===== src/rtl/pkt_asm_pkg.sv =====
// Package: shared widths and limits of the packet assembler.
// Assumes 8-bit bytes and the fixed header-to-length rule of this block.
package pkt_asm_pkg;
    parameter int BYTE_W  = 8;
    parameter int LEN_W   = 5;
    parameter int MAX_MSG = 27;
    parameter int MAX_PKT = MAX_MSG + 2;

    typedef logic [BYTE_W-1:0] byte_t;
    typedef logic [LEN_W-1:0]  mlen_t;
endpackage


===== src/rtl/pkt_len_decode.sv =====
// Module: maps a header byte to its message length.
// Purely combinational; four header ranges, each with its own step size.
module pkt_len_decode
    import pkt_asm_pkg::*;
(
    input  byte_t hdr,
    output mlen_t mlen
);
    byte_t off;

    // Piecewise length rule: choose the range, then scale the offset into it.
    always_comb begin
        off  = '0;
        mlen = '0;
        if (hdr < 8'h20) begin
            mlen = 5'd1;
        end else if (hdr < 8'h80) begin
            off  = hdr - 8'h20;
            mlen = 5'd2 + {1'b0, off[7:4]};
        end else if (hdr < 8'hE0) begin
            off  = hdr - 8'h80;
            mlen = 5'd8 + off[7:3];
        end else begin
            off  = hdr - 8'hE0;
            mlen = 5'd20 + {2'b00, off[4:2]};
        end
    end
endmodule


===== src/rtl/pkt_xor_accum.sv =====
// Module: running XOR of the bytes seen so far in a packet.
// load starts a new sum from din; add folds din into the sum; load wins.
module pkt_xor_accum
    import pkt_asm_pkg::*;
(
    input  logic  clk,
    input  logic  rst_n,
    input  logic  load,
    input  logic  add,
    input  byte_t din,
    output byte_t acc
);
    // Accumulator register with synchronous active-low reset.
    always_ff @(posedge clk) begin
        if (!rst_n)    acc <= '0;
        else if (load) acc <= din;
        else if (add)  acc <= acc ^ din;
    end
endmodule


===== src/rtl/pkt_byte_buffer.sv =====
// Module: packet byte store, one write port and a combinational read port.
// Assumes DEPTH is a power of two, so every read address is in range.
module pkt_byte_buffer
    import pkt_asm_pkg::*;
#(
    parameter int DEPTH  = 32,
    localparam int ADDR_W = $clog2(DEPTH)
) (
    input  logic              clk,
    input  logic              rst_n,
    input  logic              we,
    input  logic [ADDR_W-1:0] waddr,
    input  byte_t             wdata,
    input  logic [ADDR_W-1:0] raddr,
    output byte_t             rdata
);
    byte_t mem [DEPTH];

    for (genvar i = 0; i < DEPTH; i++) begin : g_entry
        // One storage entry: cleared by reset, written when addressed.
        always_ff @(posedge clk) begin
            if (!rst_n)                         mem[i] <= '0;
            else if (we && (int'(waddr) == i))  mem[i] <= wdata;
        end
    end

    // Combinational read of the addressed entry.
    assign rdata = mem[raddr];
endmodule


===== src/rtl/pkt_assembler.sv =====
// Module: top of the packet assembler.
// Counts accepted bytes, latches the header and its decoded length, and
// reports completion with the checksum verdict. abort and sop both discard
// the partial packet, and a byte presented alongside either one is dropped.
module pkt_assembler
    import pkt_asm_pkg::*;
#(
    parameter int BUF_DEPTH = 32,
    localparam int ADDR_W   = $clog2(BUF_DEPTH)
) (
    input  logic              clk,
    input  logic              rst_n,
    input  logic              byte_vld,
    input  logic [7:0]        byte_data,
    input  logic              sop,
    input  logic              abort,
    output logic              pkt_done,
    output logic              pkt_ok,
    output logic [7:0]        pkt_hdr,
    output logic [4:0]        pkt_len,
    input  logic [ADDR_W-1:0] rd_addr,
    output logic [7:0]        rd_data
);
    logic  [LEN_W-1:0] cnt;
    byte_t             hdr_q;
    mlen_t             len_q;
    mlen_t             len_dec;
    byte_t             xor_acc;
    logic              accept, first, last;

    // Classify the current byte: taken or not, header, or closing byte.
    always_comb begin
        accept = byte_vld && !sop && !abort;
        first  = accept && (cnt == '0);
        last   = accept && (cnt != '0) && (int'(cnt) == int'(len_q) + 1);
    end

    pkt_len_decode u_dec (
        .hdr  (byte_data),
        .mlen (len_dec)
    );

    pkt_xor_accum u_xor (
        .clk   (clk),
        .rst_n (rst_n),
        .load  (first),
        .add   (accept && !first && !last),
        .din   (byte_data),
        .acc   (xor_acc)
    );

    pkt_byte_buffer #(.DEPTH(BUF_DEPTH)) u_buf (
        .clk   (clk),
        .rst_n (rst_n),
        .we    (accept),
        .waddr (ADDR_W'(cnt)),
        .wdata (byte_data),
        .raddr (rd_addr),
        .rdata (rd_data)
    );

    // Byte counter: cleared by a discard or a completion, else advanced.
    always_ff @(posedge clk) begin
        if (!rst_n)              cnt <= '0;
        else if (sop || abort)   cnt <= '0;
        else if (last)           cnt <= '0;
        else if (accept)         cnt <= cnt + 1'b1;
    end

    // Header and decoded length, captured on the first byte of a packet.
    always_ff @(posedge clk) begin
        if (!rst_n) begin
            hdr_q <= '0;
            len_q <= '0;
        end else if (first) begin
            hdr_q <= byte_data;
            len_q <= len_dec;
        end
    end

    // Completion outputs: pulse plus a verdict and identity that hold.
    always_ff @(posedge clk) begin
        if (!rst_n) begin
            pkt_done <= 1'b0;
            pkt_ok   <= 1'b0;
            pkt_hdr  <= '0;
            pkt_len  <= '0;
        end else begin
            pkt_done <= last;
            if (last) begin
                pkt_ok  <= (byte_data == xor_acc);
                pkt_hdr <= hdr_q;
                pkt_len <= len_q;
            end
        end
    end
endmodule



===== config.mk =====
export PLATFORM = sky130hd
export DESIGN_NAME = pkt_assembler
export DESIGN_NICKNAME = d
export VERILOG_FILES = /design/src/rtl/pkt_asm_pkg.sv /design/src/rtl/pkt_len_decode.sv /design/src/rtl/pkt_xor_accum.sv /design/src/rtl/pkt_byte_buffer.sv /design/src/rtl/pkt_assembler.sv
export SDC_FILE = /design/constraint.sdc
export NUM_CORES = 1
export LEC_CHECK = 0
export BUFFER_PORTS_ARGS = -buffer_cell sky130_fd_sc_hd__buf_2
export CAP_MARGIN = 20
export CORE_MARGIN = 2
export CORE_UTILIZATION = 62
export DETAILED_ROUTE_END_ITERATION = 16
export PLACE_DENSITY = 0.84
export SYNTH_ARGS = -nofsm -noshare
export SYNTH_HDL_FRONTEND = slang
export SYNTH_SLANG_ARGS = --single-unit
export TNS_END_PERCENT = 1

===== constraint.sdc =====
create_clock -name clk -period 5.35 [get_ports clk]
set_input_delay 1.605 -clock clk [delete_from_list [all_inputs] [get_ports clk]]
set_output_delay 1.605 -clock clk [all_outputs]
set_load 0.01 [all_outputs]

==> results.yml <==
timing:
  finalSetupViolCount: 0
  clock_skew_ps: 12.33
  rsz0062_at_grt: "false"
  slew_violations: 0
  post-route-worst-setup-slack_ps: 152.2
  fin_crit_ps: 5198
  max_freq_mhz: 192.4
  tns_ps: 0
  hold_viol_final: 0
  finalCritPeriodShare: 0.9715
  slew-limit-headroom: 0.3007
  tightest_slew_ps: 1038
worst_hold_path:
  min_path_type: "flop to flop"
yosys:
  synth.area.top_cells: "edfxtp_1 55%, mux4_2 13%, and2_1 7.3%, dfxtp_1 5.9%, nor3_1 3.2%"
  netlist-cell-type-count: 41
  synth_area_per_cell_um2: 13.87
  synth_edf_count: 256
  ys_seq_area_frac: 0.6135
  synth_cells: 1000
  yosys.area.top_type: "edfxtp_1"
  netlist_area_mm2: 0.01387
  synthFlopType: "edfxtp_1"
  ys_warn_count: 0
  synth_top_area_share: 0.5543
  async_reset_ff_frac: 0
  syn-num-nets: 1030
  synthTopCellsByCount: "256 x edfxtp_1, 161 x and2_1, 89 x nor3_1"
  postSynthRegisterBits: 297
  synth_most_common_cell: "edfxtp_1"
detailed_routing:
  drt_first_iter_violations: 1180
  wl_per_cell_um: 26.92
  vias: 8859
  vias_per_cell: 6.676
  ant_nets: 0
  dr.pass1.iters: 6
  wl_mm: 35.73
  drc: 0
floorplan:
  die_area_mm2: 0.02358
  initial_core_util: 0.6335
  placementRows: 54
  fp.dieW_um: 153.6
  coreArea_mm2: 0.02189
  io-pin-count: 41
  die_y_um: 153.6
power:
  clkPwrFrac: 0.399
  worst_ir_drop_vdd_mv: 0.2557
  powerDensity_mw_per_mm2: 323.8
  p_sw_mw: 1.124
  combPwrFrac: 0.072
  seqPwrFrac: 0.530
  swShare: 0.2264
  power.internal_mw: 3.842
  p_leak_nw: 5.531
final_layout:
  multiInputGateArea_mm2: 0.004960
  fin_nets: 1055
  final_cells: 1327
  seqCellArea_mm2: 0.008508
  syn_to_final_growth_pct: 10.61
  num-fill-cells: 1432
  diodes: 0
  drive_gt1_frac: 0.2149
  post-route-util: 0.7007
placement:
  dp_hpwl_mm: 23.22
  pre_cts_slack_ps: 149.0
  gp_congestion: 0.9026
  dp_cells: 1269
  io_buffers: 40
setup_path:
  required_ps: 3740
  startpoint_type: "input port"
  criticalPathCategory: "input port to output port"
  crit_top_cell: "mux4_2"
  cp-end-kind: "output port"
  cp_max_fo: 29
  path_cells: "buf_4, buf_12, mux4_2, mux4_2, mux2_2, buf_2"
  critPathMaxStageDelay_ps: 550
  slowest_stage: "mux4_2"
  cp.arrival_ps: 3590
global_route:
  antenna_found_initial: 0
  grt.overflow.total: 0
  grt_pass1_wl_mm: 53.72
  grtUsageTotal: 0.3071
  grt_pass1_vias: 8563
  grt_max_degree: 66
clock_tree:
  clock_sinks: 297
  clk_path_buf_depth: 3
  cts_root_buffer: "clkbuf_16"
  cts_hold_buf: 0
  postCtsSetupBuffers: 0
  insertion_delay_ps: 560
  cts_inserted_buffers: 30
  cts_resized: 0
  clkTransAtPathRegs_ps: 60
  cts_tree: "yes"
  cts_max_level: 1
outcome:
  outcome: "completed"
flow_run:
  maxCapViolCount: 0
-- routing by layer --
metal  GRT usage  part of all wire
met1      0.4297              0.35
met4     0.09087             0.030
met5           0                 0
met2      0.4935              0.48
met3     0.06764              0.13
-- power by group through the flow --
stage | combinational (mW) | clock [mW] | sequential (mW)
2_1_floorplan | 0.240 | 0 | 2.64
3_3_place_gp | 0.337 | 0 | 2.67
3_5_place_dp | 0.346 | 0 | 2.68
4_1_cts | 0.349 | 1.99 | 2.63
5_1_grt | 0.377 | 2.08 | 2.63
6_report | 0.355 | 1.98 | 2.63
-- layout by cell type, fill, tap and decap left out, types with 14 or more instances in the layout --
| cell | instances |
|---|---|
| edfxtp_1 | 256 |
| and2_1 | 161 |
| nor3_1 | 89 |
| mux4_2 | 80 |
| nand2_1 | 63 |
| buf_2 | 43 |
| dfxtp_1 | 41 |
| nor2_1 | 40 |
| buf_4 | 34 |
| o21ai_0 | 33 |
| clkbuf_16 | 31 |
| and3_1 | 14 |
-- layout make-up --
cell class                      count  area share
Sequential cell                   297      0.5546
Inverter                            8    0.001958
Clock inverter                     15    0.005546
Tap cell                          280     0.02284
Multi-Input combinational cell    606      0.3233
Clock buffer                       39     0.05498
Timing Repair Buffer               82     0.03670
-- worst max-delay path, delay by kind of cell --
| family | cells | cell delay, ps |
|---|---|---|
| buffers and inverters | 3 | 590 |
| muxes | 3 | 1370 |
-- flip-flops by register name, indices dropped and copies added, names as in the netlist --
| register | flops |
|---|---|
| len_q | 5 |
| cnt | 5 |
| hdr_q | 8 |
| pkt_ok | 1 |
| pkt_done | 1 |
| pkt_hdr | 8 |
| pkt_len | 5 |
| u_xor.acc | 8 |
| u_buf.mem | 256 |
-- path summary, 6_finish.rpt --
check                           cells past startpoint  startpoint          endpoint  slack, ps
worst max-delay path                                6  rd_addr[0]        rd_data[4]        150
worst min-delay path                                2    hdr_q[2]          hdr_q[2]        460
worst max register to register                      3      cnt[2]  u_buf.mem[12][2]       2630
worst min register to register                      2    hdr_q[2]          hdr_q[2]        460
-- logic make-up after synthesis --
| logic type | synth area share |
|---|---|
| compound gates | 0.03852 |
| xor+xnor | 0.01137 |
| fa+ha+maj | 0.01083 |
| buf+inv | 0.02959 |
| flops | 0.6135 |
| mux | 0.1429 |
| simple gates | 0.1533 |
-- metrics by stage --
stage	total power, mW	hold WS (ps)	area (µm²)
finish	4.966	463.9	15340
floorplan	2.885	442.0	13870
global placement	3.009	447.4	14350
CTS	4.969	466.8	15300
detailed placement	3.021	455.8	14370
global route	5.089	487.3	15340
Power figures use the tool's default switching activity.
